==> src/rtl/bbm_seq_pkg.sv <==
`timescale 1ns/1ps
package bbm_seq_pkg;

  typedef enum logic [1:0] {
    ST_IDLE = 2'd0,
    ST_LOW  = 2'd1,
    ST_FIN  = 2'd2
  } seq_state_t;

endpackage

==> src/rtl/bbm_rst_sync.sv <==
`timescale 1ns/1ps
module bbm_rst_sync #(
  parameter int STAGES = 2
) (
  input  logic clk,
  input  logic arst_n,
  output logic rst_n_o
);

  logic [STAGES-1:0] sync_q;

  generate
    for (genvar g = 0; g < STAGES; g++) begin : g_stage
      if (g == 0) begin : g_first
        always_ff @(posedge clk or negedge arst_n) begin
          if (!arst_n) sync_q[g] <= 1'b0;
          else         sync_q[g] <= 1'b1;
        end
      end else begin : g_next
        always_ff @(posedge clk or negedge arst_n) begin
          if (!arst_n) sync_q[g] <= 1'b0;
          else         sync_q[g] <= sync_q[g-1];
        end
      end
    end
  endgenerate

  assign rst_n_o = sync_q[STAGES-1];

endmodule

==> src/rtl/bbm_hold_timer.sv <==
`timescale 1ns/1ps
module bbm_hold_timer #(
  parameter int PER_W = 16
) (
  input  logic             clk,
  input  logic             rst_n,
  input  logic             load_i,
  input  logic             run_i,
  input  logic [PER_W-1:0] period_i,
  output logic             expired_o
);

  localparam logic [PER_W-1:0] MIN_HOLD = PER_W'(1);

  logic [PER_W-1:0] half_per;
  logic [PER_W-1:0] load_val;
  logic [PER_W-1:0] cnt_q, cnt_d;
  logic             cnt_en;

  // Half period, never below one cycle, so the clear lands inside the window
  always_comb begin
    half_per = period_i >> 1;
    load_val = (half_per == '0) ? MIN_HOLD : half_per;
  end

  always_comb begin
    cnt_en = 1'b0;
    cnt_d  = cnt_q;
    if (load_i) begin
      cnt_en = 1'b1;
      cnt_d  = load_val;
    end else if (run_i && (cnt_q != '0)) begin
      cnt_en = 1'b1;
      cnt_d  = cnt_q - MIN_HOLD;
    end
  end

  always_ff @(posedge clk or negedge rst_n) begin
    if (!rst_n)      cnt_q <= '0;
    else if (cnt_en) cnt_q <= cnt_d;
  end

  assign expired_o = (cnt_q == '0);

endmodule

==> src/rtl/bbm_ctrl_fsm.sv <==
`timescale 1ns/1ps
module bbm_ctrl_fsm
  import bbm_seq_pkg::*;
(
  input  logic clk,
  input  logic rst_n,
  input  logic start_i,
  input  logic hold_expired_i,
  output logic load_o,
  output logic run_o,
  output logic clr_o,
  output logic pull_o,
  output logic busy_o,
  output logic done_o
);

  seq_state_t state_q, state_d;
  logic       first_q, first_d;

  always_comb begin
    state_d = state_q;
    first_d = 1'b0;
    load_o  = 1'b0;
    unique case (state_q)
      ST_IDLE: begin
        if (start_i) begin
          state_d = ST_LOW;
          first_d = 1'b1;
          load_o  = 1'b1;
        end
      end
      ST_LOW: begin
        if (!first_q && hold_expired_i) state_d = ST_FIN;
      end
      ST_FIN:  state_d = ST_IDLE;
      default: state_d = ST_IDLE;
    endcase
  end

  always_ff @(posedge clk or negedge rst_n) begin
    if (!rst_n) begin
      state_q <= ST_IDLE;
      first_q <= 1'b0;
    end else begin
      state_q <= state_d;
      first_q <= first_d;
    end
  end

  assign run_o  = (state_q == ST_LOW);
  assign clr_o  = (state_q == ST_LOW) && first_q;
  assign pull_o = (state_q == ST_LOW);
  assign busy_o = (state_q != ST_IDLE);
  assign done_o = (state_q == ST_FIN);

endmodule

==> src/rtl/bbm_ring_cmd_reg.sv <==
`timescale 1ns/1ps
module bbm_ring_cmd_reg (
  input  logic clk,
  input  logic rst_n,
  input  logic set_i,
  input  logic clr_i,
  output logic cmd_o
);

  logic cmd_q, cmd_d, cmd_en;

  // Clear has priority over set
  always_comb begin
    cmd_en = set_i | clr_i;
    cmd_d  = clr_i ? 1'b0 : 1'b1;
  end

  always_ff @(posedge clk or negedge rst_n) begin
    if (!rst_n)      cmd_q <= 1'b0;
    else if (cmd_en) cmd_q <= cmd_d;
  end

  assign cmd_o = cmd_q;

endmodule

==> src/rtl/bbm_rtt_seq.sv <==
`timescale 1ns/1ps
module bbm_rtt_seq #(
  parameter int PER_W       = 16,
  parameter int SYNC_STAGES = 2
) (
  input  logic             clk,
  input  logic             arst_n,
  input  logic             start_i,
  input  logic             ring_set_i,
  input  logic [PER_W-1:0] ring_period_i,
  output logic             shdn_pull_o,
  output logic             ring_cmd_o,
  output logic             busy_o,
  output logic             done_o
);

  logic rst_n_s;
  logic tmr_load, tmr_run, tmr_expired;
  logic cmd_clr, cmd_set;
  logic busy_w;

  bbm_rst_sync #(.STAGES(SYNC_STAGES)) u_rst (
    .clk     (clk),
    .arst_n  (arst_n),
    .rst_n_o (rst_n_s)
  );

  bbm_hold_timer #(.PER_W(PER_W)) u_tmr (
    .clk       (clk),
    .rst_n     (rst_n_s),
    .load_i    (tmr_load),
    .run_i     (tmr_run),
    .period_i  (ring_period_i),
    .expired_o (tmr_expired)
  );

  bbm_ctrl_fsm u_fsm (
    .clk            (clk),
    .rst_n          (rst_n_s),
    .start_i        (start_i),
    .hold_expired_i (tmr_expired),
    .load_o         (tmr_load),
    .run_o          (tmr_run),
    .clr_o          (cmd_clr),
    .pull_o         (shdn_pull_o),
    .busy_o         (busy_w),
    .done_o         (done_o)
  );

  // Set accepted only when idle and no start competes for the same cycle
  assign cmd_set = ring_set_i & ~busy_w & ~start_i;

  bbm_ring_cmd_reg u_cmd (
    .clk   (clk),
    .rst_n (rst_n_s),
    .set_i (cmd_set),
    .clr_i (cmd_clr),
    .cmd_o (ring_cmd_o)
  );

  assign busy_o = busy_w;

endmodule

==> config.mk <==
export PLATFORM = sky130hd
export DESIGN_NAME = bbm_rtt_seq
export DESIGN_NICKNAME = d
export VERILOG_FILES = /design/src/rtl/bbm_seq_pkg.sv /design/src/rtl/bbm_rst_sync.sv /design/src/rtl/bbm_hold_timer.sv /design/src/rtl/bbm_ctrl_fsm.sv /design/src/rtl/bbm_ring_cmd_reg.sv /design/src/rtl/bbm_rtt_seq.sv
export SDC_FILE = /design/constraint.sdc
export NUM_CORES = 1
export LEC_CHECK = 0
export ABC_AREA = 1
export BUFFER_PORTS_ARGS = -buffer_cell sky130_fd_sc_hd__buf_2
export CAP_MARGIN = 10
export CORE_MARGIN = 8
export CORE_UTILIZATION = 60
export CTS_BUF_LIST = sky130_fd_sc_hd__clkbuf_8
export DETAILED_ROUTE_END_ITERATION = 8
export PLACE_DENSITY = 0.87
export RECOVER_POWER = 25
export SKIP_LAST_GASP = 1
export SYNTH_ARGS = -nofsm -noshare
export SYNTH_HDL_FRONTEND = slang
export SYNTH_SLANG_ARGS = --single-unit
export TNS_END_PERCENT = 30
==> constraint.sdc <==
create_clock -name clk -period 1 [get_ports clk]
set_input_delay 0.05 -clock clk [delete_from_list [all_inputs] [get_ports clk]]
set_output_delay 0.05 -clock clk [all_outputs]
set_load 0.03 [all_outputs]
Word level (Yosys, flattened, before mapping)
Index checks and enable logic that the tools add are counted.

Word-level logic and storage cells: 39. Memories: 0. Output and inout port bits: 4. Bits in read-only memories: 0. Bits in writable memories: 0. Input port bits: 20. Bits in latches: 0. Register bits after elaboration: 22.

Shift-type cells: 0. Multiply operators: 0. Add/subtract/negate cells: 1. Div/mod/pow operators: 0. Bitwise operators: 5. Reduce and logical (&&, ||, !) cells: 12. Eq/ne operators: 4. Muxes and demuxes: 11. Order comparisons: 0.

Operator list (count): logical NOT 16 bit (2); two-way mux 16 bit (2); nonzero test 16 bit (1); subtractor 16 x 1 -> 16 bit (second input constant) (1); two-way mux 15 bit (1); two-way mux 1 bit (5); two-way mux 2 bit (2); case mux 2 bit (2 select lines) (1); AND reduction 2 bit (2); nonzero test 2 bit (2); logical AND 1 bit (3); bitwise AND 1 bit (2); == test 2 x 1 -> 1 bit (second input constant) (1); == test 2 bit (second input constant) (1); logical NOT 2 bit (1); != test 2 x 1 -> 1 bit (second input constant) (1); != test 2 bit (second input constant) (1); inverter 1 bit (2); logical NOT 1 bit (1); bitwise OR 1 bit (1).

Logic depth before layout (Yosys ltp)
Gate-level depths: netlist of run 1.

Depth in word-level cells: 5. Gate-level depth with buffers: 10.

Modules after synthesis
Synthesis of run 1 repeated with hierarchy kept, for this count alone.

Cells, all modules: 233. Area total of the unflattened synthesis: 1490.2 µm².

Modules (own cells, without submodules): bbm_hold_timer (cells an instance 206, instances 1, area each 1246.2 µm²); bbm_ctrl_fsm (cells an instance 18, instances 1, area each 143.9 µm²); bbm_rst_sync (cells an instance 3, instances 1, area each 53.8 µm²); bbm_ring_cmd_reg (cells an instance 3, instances 1, area each 32.5 µm²); bbm_rtt_seq (cells an instance 3, instances 1, area each 13.8 µm²).

Worst setup path before layout of run 1
Ideal clock, no wire load.

Kind: reg-to-reg. Start: register u_tmr.cnt_q[0]. End: register u_tmr.cnt_q[6]. Period minus slack after synthesis: 1.524 ns. Setup slack: -0.524 ns. Data required time: 0.883 ns. Buffers on the path: 1. Stages on the path, launching flop included: 11. Arrival time: 1.408 ns. Cells stage by stage: dfrtp_1 inv_1 ha_1 nand3_2 nor2_4 nand2_4 nand2_8 nand2_4 buf_6 nand2_1 nand2_1.

Cells in the longest elaborated chain, start to end: 5. Elaborated cells on any way between the ends: 9. Those cells by class: add/sub (1); mux (4); reduce/logical (4).

RTL lines: start, declared (RTL line bbm_hold_timer.sv:17) `logic [PER_W-1:0] cnt_q, cnt_d;`; start signal, assigned (RTL line bbm_hold_timer.sv:40) `else if (cnt_en) cnt_q <= cnt_d;`; parallel branches: the longest is 5 deep, another holds subtractor 16 x 1 -> 16 bit.

Several ways; the timed one is not identified. The select of a mux whose other input is x is not followed. A chain may end at the register's enable or synchronous reset.

Worst setup path after layout of run 1
Start: register u_tmr.cnt_q[2]. End: register u_tmr.cnt_q[9].

Same word-level chain as after synthesis.

==> flow_metrics.env, run 1 <==
export IMPL_outcome="complete, but fails checks"
export IMPL_violations="negative setup slack"
export IMPL_combPwrFrac=0.645
export IMPL_antenna_found_initial=0
export IMPL_fin_worst_skew_ns=0.00721
export IMPL_cts_tree="yes"
export IMPL_syn_num_nets=245
export IMPL_io_buffers=22
export IMPL_maxSlewViolCount=0
export IMPL_gp_congestion=0.977
export IMPL_via_per_inst=5.97
export IMPL_synthCells=224
export IMPL_p_int_mw=3.77
export IMPL_holdPathStages=3
export IMPL_tightestPinTransition_ns=0.532
export IMPL_setup_viol=23
export IMPL_die_area_um2=4370
export IMPL_start_util=0.620
export IMPL_diodes=0
export IMPL_crit_path_max_fanout=8
export IMPL_ys_ff_latch=22
export IMPL_die_h_um=66.1
export IMPL_grt_overflow=0
export IMPL_grt_max_degree=24
export IMPL_power_net_switching_mw=3.43
export IMPL_numClockSinks=22
export IMPL_max_freq_mhz=598
export IMPL_p_per_area_nw_per_um2=3300
export IMPL_clock_path_buffers=2
export IMPL_cap_violations=0
export IMPL_dr_pass1_iters=6
export IMPL_numCtsBuffers=3
export IMPL_critPathLaunchType="flip-flop"
export IMPL_cts_root_buf="clkbuf_8"
export IMPL_swShare=0.476
export IMPL_p_leak_nw=1.14
export IMPL_wl_per_cell_um=17.9
export IMPL_p_seq_frac=0.231
export IMPL_layout_drive_gt1_share=0.372
export IMPL_total_power_mw=7.19
export IMPL_insertion_delay_ns=0.28
export IMPL_fin_nets=315
export IMPL_via_count=1927
export IMPL_drc=0
export IMPL_slew_headroom=0.645
export IMPL_period_needed_ns=1.67
export IMPL_areaGrowthSynthToFinish_pct=44.5
export IMPL_r2r_cells=7
export IMPL_period_share=1.67
export IMPL_required_ns=1.22
export IMPL_syn_area_per_cell_um2=6.73
export IMPL_first_global_vias=1753
export IMPL_ir_drop_v=0.00257
export IMPL_chipWidth_um=66.1
export IMPL_holdWs_ns=0.00517
export IMPL_h_tree_depth=1
export IMPL_power_share_clock=0.124
export IMPL_synth_area_um2=1510
export IMPL_drt_iter0_markers=351
export IMPL_ant_nets=0
export IMPL_rsz0062_at_grt="yes"
export IMPL_r2r_start="u_tmr.cnt_q[2]"
export IMPL_synth_warning_count=0
export IMPL_seq_area_um2=552
export IMPL_min_path_type="input port to flip-flop"
export IMPL_rows=18
export IMPL_dp_cells=310
export IMPL_setup_worst_path_end_class="flip-flop"
export IMPL_fin_ws_ns=-0.671
export IMPL_final_cell_area_um2=2180
export IMPL_finalHoldViolations=0
export IMPL_worstSetupPathType="flip-flop to flip-flop"
export IMPL_ys_seq_area_frac=0.365
export IMPL_nFillCells=117
export IMPL_groute_usage_overall=0.234
export IMPL_worstHoldStart="ring_period_i[13]"
export IMPL_cts_clk_slew_worst_paths_ns=0.10
export IMPL_core_area_um2=2430
export IMPL_tns_ns=-10.36
export IMPL_hpwl_um=3180
export IMPL_io_pins=24
export IMPL_post_dp_cell_area_um2=1960
export IMPL_holdPathEnd="u_tmr.cnt_q[12]"
export IMPL_r2r_end="u_tmr.cnt_q[9]"
export IMPL_crit_arrival_ns=1.89
export IMPL_netlist_cell_type_count=27
export IMPL_grt_pass1_wl_um=7870
export IMPL_ff2ff_setup_slack_ns=-0.67
export IMPL_finalNonFillerCells=323
export IMPL_routed_wl_um=5780
export IMPL_multi_input_area_um2=916
[repair_timing]
action / CTS / global route
hold buffers: 1 / 0
endpoints found under the hold margin: 2 / 0
pin swaps: 4 / 7
buffers inserted: 2 / 5
cloned: 1 / 0
resized for setup: 7 / 16
endpoints found under the setup margin: 23 / 23
[critical path, cell delays in order, from the launching register on]
cell	delay [ns]
dfrtp_1	0.46
nor2_1	0.23
nand2_2	0.13
nor2_4	0.23
nand3_1	0.10
o21ai_0	0.24
nand2_1	0.12
nand2_1	0.09
[registers in the layout, indices dropped and copies added, names as in the netlist]
| name | flops |
|---|---|
| u_cmd.cmd_o | 1 |
| u_rst.rst_n_o | 1 |
| u_tmr.cnt_q | 16 |
| u_fsm.state_q | 2 |
| u_fsm.first_q | 1 |
| u_rst.sync_q | 1 |
[power by group through the flow]
| stage | Combinational (mW) | Sequential, mW | Clock (mW) |
|---|---|---|---|
| detailed placement | 3.81 | 1.57 | 0 |
| CTS | 4.07 | 1.56 | 0.863 |
| global placement | 3.70 | 1.54 | 0 |
| floorplan | 2.20 | 1.60 | 0 |
| finish | 4.64 | 1.66 | 0.889 |
| global route | 4.96 | 1.68 | 0.911 |
[layout by cell type (no fill, tap or decap), drive strengths merged]
cell         netlist  final
nand4              3      3
ha                 1      1
nor4               1      1
nor2              34     34
bufinv             0      1
xor2               3      3
o22ai              1      1
or2                1      1
dlygate4sd3        0      1
dfrtp             22     22
nor3               1      1
inv               26     25
o21ai             15     15
conb               1      1
buf                3     65
clkinvlp           0      1
a22oi              1      1
clkbuf             1      5
nand3             25     25
nand2             85     86
[cells in the mapped netlist]
master	n	area, um2
dfrtp_1	22	551
nor2_2	2	12.5
nor4_1	1	6.26
o21ai_2	3	26.3
buf_2	1	5.00
inv_2	3	11.3
nand4_1	3	18.8
conb_1	1	3.75
nand2_4	2	22.5
nand3_1	23	115
xor2_1	3	26.3
inv_1	23	86.3
nor3_1	1	5.00
or2_2	1	6.26
clkbuf_1	1	3.75
nand3_2	2	20.0
a22oi_1	1	7.51
o21ai_0	12	60.1
ha_1	1	12.5
nand2_8	1	20.0
nand2_2	2	12.5
buf_6	1	11.3
nor2_4	4	45.0
buf_4	1	7.51
o22ai_1	1	6.26
nand2_1	80	300
nor2_1	28	105
[worst max-delay path by stage]
stage | end | cells after the start | slack (ns) | from
2_1_floorplan | u_tmr.cnt_q[9] | 10 | -0.39 | u_tmr.cnt_q[0]
3_3_place_gp | u_tmr.cnt_q[9] | 7 | -0.46 | u_tmr.cnt_q[2]
3_5_place_dp | u_tmr.cnt_q[9] | 7 | -0.49 | u_tmr.cnt_q[2]
4_1_cts | u_tmr.cnt_q[12] | 9 | -0.49 | u_tmr.cnt_q[1]
5_1_grt | u_tmr.cnt_q[9] | 7 | -0.72 | u_tmr.cnt_q[2]
6_report | u_tmr.cnt_q[9] | 7 | -0.67 | u_tmr.cnt_q[2]
[routing by layer]
| layer | part of all wire | global-route usage |
|---|---|---|
| met5 | 0 | 0 |
| met4 | 0.054 | 0.107 |
| met3 | 0.10 | 0.0542 |
| met2 | 0.47 | 0.388 |
| met1 | 0.38 | 0.278 |
[cell type report]
| cell class | instances | area share |
|---|---|---|
| Clock inverter | 1 | 0.0138 |
| Inverter | 26 | 0.0488 |
| Timing Repair Buffer | 68 | 0.227 |
| Clock buffer | 3 | 0.0190 |
| Tap cell | 30 | 0.0172 |
| Multi-Input combinational cell | 173 | 0.420 |
| Sequential cell | 22 | 0.253 |
[kinds of logic after synthesis]
family                   after synthesis  share of synthesized area
XOR/XNOR                               3                     0.0174
other                                  1                    0.00249
buffers and inverters                 30                     0.0830
adder cells (fa/ha/maj)                1                    0.00830
flip-flops                            22                      0.365
AND/OR/NAND/NOR                      150                      0.457
AO/OA/AOI/OAI                         17                     0.0664
[stage by stage]
step	setup slack (ns)	utilization
final	-0.671	0.896
after global routing	-0.721	0.896
after CTS	-0.492	0.860
after detailed placement	-0.493	0.805
after global placement	-0.465	0.805
after floorplan	-0.393	-
No activity file was read; power rests on OpenSTA's default activity.
==> inputs of run 2 (changes only) <==
--- a/config.mk
+++ b/config.mk
@@ -13,7 +13,6 @@
 export CTS_BUF_LIST = sky130_fd_sc_hd__clkbuf_8
 export DETAILED_ROUTE_END_ITERATION = 8
 export PLACE_DENSITY = 0.87
-export RECOVER_POWER = 25
 export SKIP_LAST_GASP = 1
 export SYNTH_ARGS = -nofsm -noshare
 export SYNTH_HDL_FRONTEND = slang
==> flow_metrics.env, run 2 (synthesis gave the netlist of run 1 again) <==
export IMPL_io_buffers=22
export IMPL_numClockSinks=22
export IMPL_fin_worst_skew_ns=0.00431
export IMPL_first_global_vias=1753
export IMPL_setup_viol=23
export IMPL_via_count=1933
export IMPL_post_dp_cell_area_um2=1960
export IMPL_antenna_found_initial=0
export IMPL_period_share=1.68
export IMPL_p_leak_nw=1.14
export IMPL_drt_iter0_markers=348
export IMPL_top_regs="u_tmr.cnt_q x16, u_fsm.state_q x2"
export IMPL_insertion_delay_ns=0.28
export IMPL_r2r_cells=7
export IMPL_critPathLaunchType="flip-flop"
export IMPL_required_ns=1.22
export IMPL_largest_register_ffs=16
export IMPL_grt_overflow=0
export IMPL_p_per_area_nw_per_um2=3310
export IMPL_layout_drive_gt1_share=0.375
export IMPL_largest_register="u_tmr.cnt_q"
export IMPL_areaGrowthSynthToFinish_pct=44.7
export IMPL_period_needed_ns=1.68
export IMPL_crit_path_max_fanout=8
export IMPL_diodes=0
export IMPL_grt_max_degree=24
export IMPL_final_cell_mix="nand2_1 (78), buf_4 (41), buf_2 (22), nand3_1 (21), dfrtp_1 (21)"
export IMPL_drc=0
export IMPL_gp_congestion=0.977
export IMPL_nFillCells=116
export IMPL_setup_worst_path_end_class="flip-flop"
export IMPL_startpoint="u_tmr.cnt_q[2]"
export IMPL_die_h_um=66.1
export IMPL_core_area_um2=2430
export IMPL_final_common_cell="nand2_1"
export IMPL_max_freq_mhz=594
export IMPL_numCtsBuffers=3
export IMPL_tns_ns=-10.39
export IMPL_finalHoldViolations=0
export IMPL_h_tree_depth=1
export IMPL_holdPathStages=3
export IMPL_ant_nets=0
export IMPL_outcome="complete, but fails checks"
export IMPL_cap_violations=0
export IMPL_grt_pass1_wl_um=7870
export IMPL_holdWs_ns=0.00875
export IMPL_wl_per_cell_um=18.1
export IMPL_io_pins=24
export IMPL_hpwl_um=3180
export IMPL_min_path_type="input port to flip-flop"
export IMPL_multi_input_area_um2=916
export IMPL_rsz0062_at_grt="yes"
export IMPL_fin_nets=315
export IMPL_seq_area_um2=552
export IMPL_chipWidth_um=66.1
export IMPL_dpl_worst_slack_ns=-0.493
export IMPL_rows=18
export IMPL_clock_path_buffers=2
export IMPL_r2r_start="u_tmr.cnt_q[2]"
export IMPL_cts_clk_slew_worst_paths_ns=0.09
export IMPL_final_cell_area_um2=2180
export IMPL_routed_wl_um=5840
export IMPL_die_area_um2=4370
export IMPL_violations="negative setup slack"
export IMPL_fin_ws_ns=-0.683
export IMPL_ir_drop_v=0.00256
export IMPL_worstHoldStart="ring_period_i[13]"
export IMPL_crit_arrival_ns=1.90
export IMPL_worstSetupPathType="flip-flop to flip-flop"
export IMPL_groute_usage_overall=0.234
export IMPL_start_util=0.620
export IMPL_dr_pass1_iters=7
export IMPL_cts_tree="yes"
export IMPL_maxSlewViolCount=0
export IMPL_via_per_inst=5.98
export IMPL_cts_root_buf="clkbuf_8"
run 2: path summary, 6_finish.rpt:
kind	to	slack [ns]
hold / removal	u_tmr.cnt_q[12]	0.009
max in group asynchronous	u_tmr.cnt_q[6]	0.55
hold reg to reg	u_tmr.cnt_q[13]	0.21
setup reg to reg	u_tmr.cnt_q[9]	-0.68
min in group asynchronous	u_rst.rst_n_o	0.07
setup / recovery	u_tmr.cnt_q[9]	-0.68
run 2: power by group:
group / switching (mW) / internal [mW] / total (mW)
Sequential: 0.410 / 1.25 / 1.66
Combinational: 2.69 / 1.98 / 4.67
Clock: 0.350 / 0.536 / 0.886
run 2: repair_timing:
action                     4_1_cts  5_1_grt
hold endpoints to repair         2        0
hold buffers                     1        0
cloned                           1        0
pin swaps                        4        7
resized for setup                7       16
setup endpoints to repair       23       23
setup buffers                    2        5
run 2: area by class of cell:
type	instances	area share
clock inverters	1	0.0138
flip-flops and latches	22	0.253
multi-input cells	173	0.420
clock buffers	3	0.0189
inverters	26	0.0487
repair buffers	68	0.229
well taps	30	0.0172
run 2: routing by layer:
| metal | global-route usage | share of wire | up-vias |
|---|---|---|---|
| met4 | 0.107 | 0.058 | 0 |
| met1 | 0.278 | 0.38 | 889 |
| met5 | 0 | 0 | - |
| met3 | 0.0542 | 0.10 | 51 |
| li1 | - | - | 837 |
| met2 | 0.388 | 0.46 | 156 |
run 2: critical path, stage by stage, from the launching register on:
cell and delay [ns]:
dfrtp_1 0.46, nor2_1 0.23, nand2_2 0.13, nor2_4 0.24, nand3_1 0.11, o21ai_0 0.25, nand2_1 0.12, nand2_1 0.09
run 2: stage by stage:
step,util,total power [mW],std cells
after CTS,0.860,6.49,318
after global routing,0.897,7.55,323
after global placement,0.805,5.24,310
after detailed placement,0.805,5.38,310
after floorplan,-,3.80,224
final,0.897,7.21,323
